## src/rtl/mxb_pkg.sv

```systemverilog
package mxb_pkg;
   // width of an index able to address n items, never below one bit
   function automatic int unsigned idx_w(input int unsigned n);
      return (n < 2) ? 1 : $clog2(n);
   endfunction
endpackage

```

## src/rtl/mxb_fifo.sv

```systemverilog
module mxb_fifo #(
   parameter int unsigned W     = 8,
   parameter int unsigned DEPTH = 7
) (
   input  logic         clk,
   input  logic         rst_n,
   input  logic         push,
   input  logic [W-1:0] din,
   input  logic         pop,
   output logic [W-1:0] dout,
   output logic         full,
   output logic         empty
);
   import mxb_pkg::*;
   localparam int unsigned PW = idx_w(DEPTH);
   localparam int unsigned CW = $clog2(DEPTH + 1);

   initial assert (DEPTH >= 2) else $error("mxb_fifo: DEPTH must be at least 2");

   logic [W-1:0]  store [DEPTH];
   logic [PW-1:0] wr_ptr, rd_ptr;
   logic [CW-1:0] fill;

   assign full  = (fill == CW'(DEPTH));
   assign empty = (fill == '0);
   assign dout  = store[rd_ptr];

   always_ff @(posedge clk) begin
      if (push) store[wr_ptr] <= din;
   end

   always_ff @(posedge clk) begin
      if (!rst_n) begin
         wr_ptr <= '0;
         rd_ptr <= '0;
         fill   <= '0;
      end else begin
         if (push) wr_ptr <= (wr_ptr == PW'(DEPTH - 1)) ? '0 : wr_ptr + 1'b1;
         if (pop)  rd_ptr <= (rd_ptr == PW'(DEPTH - 1)) ? '0 : rd_ptr + 1'b1;
         case ({push, pop})
            2'b10:   fill <= fill + 1'b1;
            2'b01:   fill <= fill - 1'b1;
            default: fill <= fill;
         endcase
      end
   end

   AST_NO_OVERFLOW:  assert property (@(posedge clk) disable iff (!rst_n) push |-> !full);
   AST_NO_UNDERFLOW: assert property (@(posedge clk) disable iff (!rst_n) pop |-> !empty);
endmodule

```

## src/rtl/mxb_rr_arb.sv

```systemverilog
module mxb_rr_arb #(
   parameter int unsigned N = 4
) (
   input  logic                        clk,
   input  logic                        rst_n,
   input  logic [N-1:0]                req,
   input  logic                        en,
   output logic [N-1:0]                gnt,
   output logic [mxb_pkg::idx_w(N)-1:0] win
);
   import mxb_pkg::*;
   localparam int unsigned IW = idx_w(N);

   logic [IW-1:0] ptr;
   logic          found;

   always_comb begin
      gnt   = '0;
      win   = '0;
      found = 1'b0;
      for (int k = 0; k < int'(N); k++) begin
         if (en && !found && req[(int'(ptr) + k) % int'(N)]) begin
            gnt[(int'(ptr) + k) % int'(N)] = 1'b1;
            win   = IW'((int'(ptr) + k) % int'(N));
            found = 1'b1;
         end
      end
   end

   always_ff @(posedge clk) begin
      if (!rst_n)     ptr <= '0;
      else if (found) ptr <= (win == IW'(N - 1)) ? '0 : win + 1'b1;
   end

   AST_GNT_ONEHOT:  assert property (@(posedge clk) disable iff (!rst_n) $onehot0(gnt));
   AST_GNT_HAS_REQ: assert property (@(posedge clk) disable iff (!rst_n) (gnt & ~req) == '0);
   AST_GNT_BLOCKED: assert property (@(posedge clk) disable iff (!rst_n) !en |-> gnt == '0);
endmodule

```

## src/rtl/mxb_bank_port.sv

```systemverilog
module mxb_bank_port #(
   parameter int unsigned SRC_W   = 2,
   parameter int unsigned PAY_W   = 16,
   parameter int unsigned DEPTH   = 7,
   parameter bit          IS_DRAM = 1'b0,
   parameter int unsigned GAP     = 32
) (
   input  logic             clk,
   input  logic             rst_n,
   input  logic             wr,
   input  logic [SRC_W-1:0] wsrc,
   input  logic [PAY_W-1:0] wpay,
   output logic             full,
   output logic             out_valid,
   input  logic             out_ready,
   output logic [SRC_W-1:0] out_src,
   output logic [PAY_W-1:0] out_payload
);
   localparam int unsigned EW = SRC_W + PAY_W;

   initial assert (GAP >= 2) else $error("mxb_bank_port: GAP must be at least 2");

   logic          empty, take, idle;
   logic [EW-1:0] head;

   mxb_fifo #(.W(EW), .DEPTH(DEPTH)) u_buf (
      .clk(clk), .rst_n(rst_n),
      .push(wr), .din({wsrc, wpay}),
      .pop(take), .dout(head),
      .full(full), .empty(empty)
   );

   assign out_valid              = !empty && idle;
   assign take                   = out_valid && out_ready;
   assign {out_src, out_payload} = head;

   generate
      if (IS_DRAM) begin : g_dram
         localparam int unsigned CW = $clog2(GAP);
         logic [CW-1:0] busy;
         always_ff @(posedge clk) begin
            if (!rst_n)         busy <= '0;
            else if (take)      busy <= CW'(GAP - 1);
            else if (busy != 0) busy <= busy - 1'b1;
         end
         assign idle = (busy == '0);

         AST_DRAM_SPACING: assert property (@(posedge clk) disable iff (!rst_n)
            take |=> !out_valid);
      end else begin : g_sram
         assign idle = 1'b1;
      end
   endgenerate

   AST_FULL_NO_WRITE: assert property (@(posedge clk) disable iff (!rst_n) full |-> !wr);
   AST_OFFER_HOLDS:   assert property (@(posedge clk) disable iff (!rst_n)
      out_valid && !out_ready |=> out_valid && $stable(out_payload) && $stable(out_src));
endmodule

```

## src/rtl/mem_xbar.sv

```systemverilog
module mem_xbar #(
   parameter int unsigned N_IN       = 4,
   parameter int unsigned N_OUT      = 4,
   parameter int unsigned PAY_W      = 16,
   parameter int unsigned FIFO_DEPTH = 7,
   parameter int unsigned BUF_DEPTH  = 7,
   parameter int unsigned DRAM_GAP   = 32,
   parameter int unsigned DRAM_MASK  = 32'h0000_000C,
   parameter int unsigned DEST_W     = mxb_pkg::idx_w(N_OUT),
   parameter int unsigned SRC_W      = mxb_pkg::idx_w(N_IN)
) (
   input  logic                     clk,
   input  logic                     rst_n,
   input  logic [N_IN-1:0]          in_valid,
   output logic [N_IN-1:0]          in_ready,
   input  logic [N_IN*DEST_W-1:0]   in_dest,
   input  logic [N_IN*PAY_W-1:0]    in_payload,
   output logic [N_OUT-1:0]         out_valid,
   input  logic [N_OUT-1:0]         out_ready,
   output logic [N_OUT*SRC_W-1:0]   out_src,
   output logic [N_OUT*PAY_W-1:0]   out_payload
);
   localparam int unsigned QW = DEST_W + PAY_W;

   initial assert (N_IN >= 2 && N_OUT >= 2 && N_OUT <= 32)
      else $error("mem_xbar: port counts out of range");

   logic [N_IN-1:0]   hv, in_full, in_pop;
   logic [DEST_W-1:0] hd_dest [N_IN];
   logic [PAY_W-1:0]  hd_pay  [N_IN];
   logic [N_IN-1:0]   gnt_all [N_OUT];

   // processor-side queues
   for (genvar i = 0; i < int'(N_IN); i++) begin : g_in
      logic          emp;
      logic [QW-1:0] hd;
      mxb_fifo #(.W(QW), .DEPTH(FIFO_DEPTH)) u_q (
         .clk(clk), .rst_n(rst_n),
         .push(in_valid[i] && !in_full[i]),
         .din({in_dest[i*DEST_W +: DEST_W], in_payload[i*PAY_W +: PAY_W]}),
         .pop(in_pop[i]), .dout(hd),
         .full(in_full[i]), .empty(emp)
      );
      assign hv[i]                  = !emp;
      assign {hd_dest[i], hd_pay[i]} = hd;
      assign in_ready[i]            = !in_full[i];
   end

   // an input is popped when the bank its head names grants it
   always_comb begin
      for (int i = 0; i < int'(N_IN); i++) begin
         in_pop[i] = 1'b0;
         for (int o = 0; o < int'(N_OUT); o++) in_pop[i] = in_pop[i] | gnt_all[o][i];
      end
   end

   // bank-side arbitration and buffers
   for (genvar o = 0; o < int'(N_OUT); o++) begin : g_out
      logic [N_IN-1:0]  req;
      logic [SRC_W-1:0] win;
      logic             bfull;

      always_comb begin
         for (int i = 0; i < int'(N_IN); i++) req[i] = hv[i] && (hd_dest[i] == DEST_W'(o));
      end

      mxb_rr_arb #(.N(N_IN)) u_arb (
         .clk(clk), .rst_n(rst_n),
         .req(req), .en(!bfull),
         .gnt(gnt_all[o]), .win(win)
      );

      mxb_bank_port #(
         .SRC_W(SRC_W), .PAY_W(PAY_W), .DEPTH(BUF_DEPTH),
         .IS_DRAM(((DRAM_MASK >> o) & 1) == 1), .GAP(DRAM_GAP)
      ) u_port (
         .clk(clk), .rst_n(rst_n),
         .wr(|gnt_all[o]), .wsrc(win), .wpay(hd_pay[win]),
         .full(bfull),
         .out_valid(out_valid[o]), .out_ready(out_ready[o]),
         .out_src(out_src[o*SRC_W +: SRC_W]),
         .out_payload(out_payload[o*PAY_W +: PAY_W])
      );

      AST_FROZEN_WHEN_FULL: assert property (@(posedge clk) disable iff (!rst_n)
         bfull |-> (in_pop & req) == '0);
   end

   AST_HOL_POP: assert property (@(posedge clk) disable iff (!rst_n) (in_pop & ~hv) == '0);
endmodule

```

## config.mk

```make
export PLATFORM = sky130hd
export DESIGN_NAME = mem_xbar
export DESIGN_NICKNAME = d
export VERILOG_FILES = /design/src/rtl/mxb_pkg.sv /design/src/rtl/mxb_fifo.sv /design/src/rtl/mxb_rr_arb.sv /design/src/rtl/mxb_bank_port.sv /design/src/rtl/mem_xbar.sv
export SDC_FILE = /design/constraint.sdc
export NUM_CORES = 1
export LEC_CHECK = 0
export BUFFER_PORTS_ARGS = -buffer_cell sky130_fd_sc_hd__buf_2
export CAP_MARGIN = 10
export CORE_UTILIZATION = 50
export CTS_CLUSTER_SIZE = 40
export DETAILED_ROUTE_END_ITERATION = 8
export HOLD_SLACK_MARGIN = 0.15
export PLACE_DENSITY_LB_ADDON = 0.3
export SLEW_MARGIN = 10
export SYNTH_ARGS = -nofsm -noshare
export SYNTH_HDL_FRONTEND = slang
export SYNTH_HIERARCHICAL = 1
export SYNTH_SLANG_ARGS = --single-unit
```

## constraint.sdc

```tcl
create_clock -name clk -period 10.1 [get_ports clk]
set_clock_uncertainty 0.1 [all_clocks]
set_input_delay 2.525 -clock clk [delete_from_list [all_inputs] [get_ports clk]]
set_output_delay 2.525 -clock clk [all_outputs]
set_load 0.05 [all_outputs]
```

Word level (Yosys, flattened, before mapping)
Memories as Yosys holds them, arrays and structs flattened. A register that Yosys moved wholly into a read port is not among the register bits.
Cells that the tools add are included.
{"block": "word_totals", "ramBits": 1008, "romBits": 0, "n_memories": 8, "inputBits": 82, "latch_bits": 0, "wordCells": 560, "output_inout_bits": 80, "reg_bits": 90}
{"block": "op_classes", "magnitude_cmp": 36, "bitwise_logic": 40, "mul": 0, "addsub": 50, "eq_ne": 56, "div": 0, "n_shift": 0, "n_reduce_logical": 140, "muxes": 200}
{"name": "g_in[0].u_q.store", "depth": 7, "width": 18, "rd": 1, "rd_clocked_by_memory_dff": 1, "wr": 1, "line_no": "mxb_fifo.sv:20", "rtl": "logic [W-1:0] store [DEPTH];"}
{"name": "g_in[1].u_q.store", "depth": 7, "width": 18, "rd": 1, "rd_clocked_by_memory_dff": 1, "wr": 1, "line_no": "mxb_fifo.sv:20"}
{"name": "g_in[2].u_q.store", "depth": 7, "width": 18, "rd": 1, "rd_clocked_by_memory_dff": 1, "wr": 1, "line_no": "mxb_fifo.sv:20"}
{"name": "g_in[3].u_q.store", "depth": 7, "width": 18, "rd": 1, "rd_clocked_by_memory_dff": 1, "wr": 1, "line_no": "mxb_fifo.sv:20"}
{"name": "g_out[0].u_port.u_buf.store", "depth": 7, "width": 18, "rd": 1, "rd_clocked_by_memory_dff": 1, "wr": 1, "line_no": "mxb_fifo.sv:20"}
{"name": "g_out[1].u_port.u_buf.store", "depth": 7, "width": 18, "rd": 1, "rd_clocked_by_memory_dff": 1, "wr": 1, "line_no": "mxb_fifo.sv:20"}
{"name": "+2 memories"}
{"op": "16-bit binary-select mux with 2-bit select", "n": 4}
{"op": "16-bit 2-to-1 mux", "n": 8}
{"op": "3-bit 2-to-1 mux", "n": 32}
{"op": "1-bit 2-to-1 mux", "n": 76}
{"op": "3-bit by 1-bit adder with 3-bit output (second input constant)", "n": 24}
{"op": "3-bit equality test (second input constant)", "n": 24}
{"op": "1-bit logical AND", "n": 70}
{"op": "4-bit 2-to-1 mux", "n": 16}
{"op": "3-bit by 4-bit < comparator with 1-bit output (second input constant)", "n": 12}
{"op": "4-bit bitwise OR", "n": 12}
{"op": "3-bit one-hot mux with 2 select lines", "n": 8}
{"op": "2-bit equality test (second input constant)", "n": 20}
{"op": "2-bit 2-to-1 mux", "n": 20}
{"op": "3-bit by 1-bit greater-or-equal comparator with 1-bit output (second input constant)", "n": 12}
{"op": "1-bit binary-select mux with 2-bit select", "n": 16}
{"op": "1-bit demux with 2-bit select", "n": 16}
{"op": "1-bit zero test", "n": 28}
{"op": "2-bit by 1-bit equality test with 1-bit output (second input constant)", "n": 12}
{"op": "3-bit zero test", "n": 8}
{"op": "2-bit OR reduction", "n": 12}
{"op": "3-bit by 1-bit subtractor with 3-bit output (second input constant)", "n": 8}
{"op": "5-bit 2-to-1 mux", "n": 4}
{"op": "2-bit nonzero test", "n": 10}
{"op": "2-bit by 1-bit adder with 2-bit output (second input constant)", "n": 8}
{"op": "other kinds (12)", "n": 62}

Longest topological paths before layout
{"block": "logic_depth", "depth_word": 24, "ltp_mapped": 20, "mapped_depth_nobuf": 17}

Cells and area by module
Netlist, hierarchy kept.
{"mod": "mxb_fifo at g_in[0].u_q ...", "area_per_inst_um2": 5622.9, "n_inst": 5, "cells_per_inst": 313, "seq_area_each_um2": 4023.9}
{"mod": "mxb_fifo at g_in[1].u_q ...", "area_per_inst_um2": 5625.4, "n_inst": 3, "cells_per_inst": 313, "seq_area_each_um2": 4023.9}
{"mod": "mem_xbar", "area_per_inst_um2": 1926.8, "n_inst": 1, "cells_per_inst": 116, "seq_area_each_um2": 0.0}
{"mod": "mxb_rr_arb at g_out[0].u_arb ...", "area_per_inst_um2": 576.8, "n_inst": 3, "cells_per_inst": 62, "seq_area_each_um2": 40.0}
{"mod": "mxb_rr_arb at g_out[3].u_arb", "area_per_inst_um2": 713.2, "n_inst": 1, "cells_per_inst": 83, "seq_area_each_um2": 40.0}
{"mod": "mxb_bank_port at g_out[2].u_port ...", "area_per_inst_um2": 267.8, "n_inst": 2, "cells_per_inst": 29, "seq_area_each_um2": 100.1}
{"mod": "mxb_bank_port at g_out[0].u_port ...", "area_per_inst_um2": 10.0, "n_inst": 2, "cells_per_inst": 2, "seq_area_each_um2": 0.0}

Worst setup path after synthesis
Ideal clock, no wire load.
{"block": "synth_path", "path_kind": "input to register", "from": "input in_valid[0]", "to": "memory g_in[0].u_q/store[0][0] (netlist name), enable pin", "n_path_buf": 0, "path_slack_ns": 5.308, "setup_time_ns": 0.416, "required_time_ns": 9.584, "t_arrival_ns": 4.277, "stages": 3, "cell_sequence": "nor2b_1 > nand2b_1 > nor3_1"}
{"block": "synth_between", "elab_chain_len": 3}
{"item": "from (decl)", "line_no": "mem_xbar.sv:14", "rtl": "input logic [N_IN-1:0] in_valid,"}
{"item": "1-bit logical AND", "line_no": "mem_xbar.sv:39", "rtl": ".push(in_valid[i] && !in_full[i]),"}
{"item": "1-bit 2-to-1 mux", "line_no": "mxb_fifo.sv:29", "rtl": "if (push) store[wr_ptr] <= din;"}
{"item": "1-bit 2-to-1 mux (not written as such)", "line_no": "mxb_fifo.sv:29"}
{"item": "to (decl)", "line_no": "mxb_fifo.sv:20"}
No other way between the ends.

==> results.ini <==
[outcome]
status=completed

[floorplanning]
die-height_um=318
boundaryPins=162
num_rows=115
start_util_pct=50.6
die_width_um=318
fp.dieArea_sq_mm=0.101
coreArea_sq_mm=0.0987

[grt]
grt_pass1_wl_mm=168
antenna_found_initial=16
grt_max_degree=81
grt_overflow=0
grt_pass1_vias=27300
track_usage_pct=22.2

[synth]
ys_ff_latch=1122
synthTopCellsByArea=edfxtp_1 61%, mux2i_1 6.1%, dfxtp_1 4.6%
synth_edf_count=1008
synth_flop_cell=edfxtp_1
async_flop_share_pct=0
synth_area_leader_cell=edfxtp_1
netlist_top_cells_count=1008 x edfxtp_1, 302 x mux2i_1, 188 x nand2b_1
synth_most_common_cell=edfxtp_1
netlist_area_sq_mm=0.0499
syn_area_per_cell_sq_um=16.9
syn_inst=2951
seq_area_frac_synth_pct=65.2
ys_types=73
synth_nets=3083
yosys.area.top_type_share_pct=60.6
synth-warning-count=6

[pwr]
power_switching_share_pct=37.5
seqPwrFrac_pct=38.7
clock_power_share_pct=22.5
leakage_nw=17.5
p_int_w=0.0112
pwr_density_cell_mw_per_mm2=325
p_comb_share_pct=38.8
max-vdd-ir-drop_v=0.000203
p_switching_w=0.00670

[min_path]
hold_end=g_out[2].u_port/g_dram.busy[0]
min_delay_path_depth=1
worstHoldPathType=reg2reg
min_from=g_out[2].u_port/g_dram.busy[0]

[place]
gp_congestion=0.827
numPortBuffers=161
dpl_worst_slack_ns=3.52
hpwl_mm=74.3

[timing]
rsz0062_at_grt=no
whs_ns=0.401
drv_slew=0
fmax_mhz=150
tightest_slew_ns=1.30
min_period_ns=6.65
slew_headroom_pct=13.1
setup_ws_ns=3.45
min_period_over_period_pct=65.8
setup_tns_ns=0
setup_viol=0
hold_violations=0

[worst_setup_path]
critPathCaptureType=flop
rr_endpoint=g_out[1].u_port/u_buf/fill[2]
r2r_slack_ns=3.45
required_ns=10.61
rr_worst_depth=16
critPathLaunchType=flop
crit_type=reg2reg
crit_fanout=20
crit_arrival_ns=7.16

[clock_network]
clk_latency_ns=0.70
cts-root-buf=clkbuf_16
clock_sinks=1122
cts.path.max_buffers=3
post_cts_buffers=0
path_clk_slew_ns=0.06
tritoncts=yes
cts_buffers=108
postCtsHoldBufs=0
cts-resized-gates=0
htree_levels=3

[route]
num_vias=26900
drc=0
dr.pass1.iters=8
routed_wl_mm=113
dr.first_iter.drc_count=2341
wl_per_cell_um=25.2
vias_per_cell=5.98
ant_nets=0

[final_layout]
drive_gt1_share_pct=25.6
area_delta_synth_final_pct=10.3
nFillCells=7505
fin_nets=3253

[run]
max-cap-violations=0

[cells by family after synthesis]
kind of cell / synth area share (%)
AOI/OAI and AO/OA: 9.62
xor gates and xnor gates: 0.386
adders and majority gates: 1.37
buffers and inverters: 3.65
DFF: 65.2
muxes: 13.9
and+or+nand+nor: 5.88
[power groups by stage]
stage / clock [W] / sequential (W) / combinational (W)
after floorplan: 0 / 0.00685 / 0.00498
after global routing: 0.00428 / 0.00697 / 0.00733
after global placement: 0 / 0.00698 / 0.00665
after CTS: 0.00409 / 0.00693 / 0.00694
after detailed placement: 0 / 0.00702 / 0.00691
final: 0.00403 / 0.00693 / 0.00693
[sequential cells by signal (all words and copies together) (netlist names), named ones only]
register / cells
g_in.u_q/store: 504
g_out.u_port/u_buf/store: 504
g_in.u_q/fill: 12
g_in.u_q/rd_ptr: 12
g_in.u_q/wr_ptr: 12
g_out.u_port/u_buf/fill: 12
g_out.u_port/u_buf/rd_ptr: 12
g_out.u_port/u_buf/wr_ptr: 12
g_out.u_port/g_dram.busy: 10
g_out.u_arb/ptr: 4
[worst max path at each step]
stage / from / to / slack (ns)
floorplan: in_valid[0] / g_in[0].u_q/store[0][0] / 5.31
global placement: flop / g_out[1].u_port/u_buf/fill[2] / 3.82
detailed placement: flop / g_out[1].u_port/u_buf/fill[2] / 3.52
CTS: flop / g_out[1].u_port/u_buf/fill[2] / 3.47
global route: flop / g_out[1].u_port/u_buf/fill[2] / 3.03
finish: flop / g_out[1].u_port/u_buf/fill[2] / 3.45
[layout make-up]
class / count / area (sq um) / share of cell area (%)
diodes: 4 / 10.0 / 0.0182
clock buffers: 147 / 2990 / 5.44
clock inverters: 56 / 574 / 1.04
inverters: 74 / 278 / 0.504
multi-input cells: 1583 / 15700 / 28.5
flip-flops and latches: 1122 / 32600 / 59.1
well taps: 1287 / 1610 / 2.92
repair buffers: 232 / 1340 / 2.44
[routing by layer]
metal / up-vias / GRT usage (%) / wire, um
met5: - / 0 / 99
met4: 16 / 6.63 / 2760
met3: 192 / 3.59 / 6810
met2: 869 / 38.0 / 56600
met1: 13800 / 29.1 / 47100
li1: 12100 / - / -
[worst max-delay path, cell delays in order, from the launching register on]
cell,delay (ns)
dfxtp_1,0.91
nand2b_1,0.92
o221ai_1,0.46
nor3b_1,0.62
mux4_2,0.50
and2b_2,0.28
a22o_2,0.22
a222oi_1,0.27
inv_1,0.09
or4_1,0.74
inv_1,0.12
ha_1,0.19
inv_1,0.06
fa_1,0.37
xor2_1,0.17
or3_1,0.33
a21boi_0,0.20
[per-stage QoR]
stage | total power (W) | utilization, % | instances | cell area [sq um]
after floorplan | 0.0118 | - | 2951 | 49900
after global placement | 0.0136 | 52.2 | 4298 | 51500
after detailed placement | 0.0139 | 52.2 | 4298 | 51500
after CTS | 0.0180 | 55.8 | 4501 | 55100
after global routing | 0.0186 | 55.8 | 4503 | 55100
final | 0.0179 | 55.8 | 4505 | 55100
[layout by cell type, fill, tap and decap left out, drive strengths merged, types with 12 or more instances in the layout]
cell,synthesis,layout
a21boi,36,36
o221ai,145,145
clkinv,0,35
buf,148,232
and3b,20,20
o21a,18,18
nand3b,14,14
nor3,38,38
clkbuf,24,147
a22o,13,13
o21ai,25,25
o211ai,164,164
xnor2,14,14
a21oi,25,25
mux4,77,77
and3,12,12
mux2i,302,302
mux2,154,154
and2,24,24
nor2b,21,21
nand2,56,56
dfxtp,114,114
a222oi,12,12
inv,74,77
nor2,54,54
or3,13,13
ha,42,42
nand2b,188,188
edfxtp,1008,1008
No activity file was read; power rests on OpenSTA's default activity.
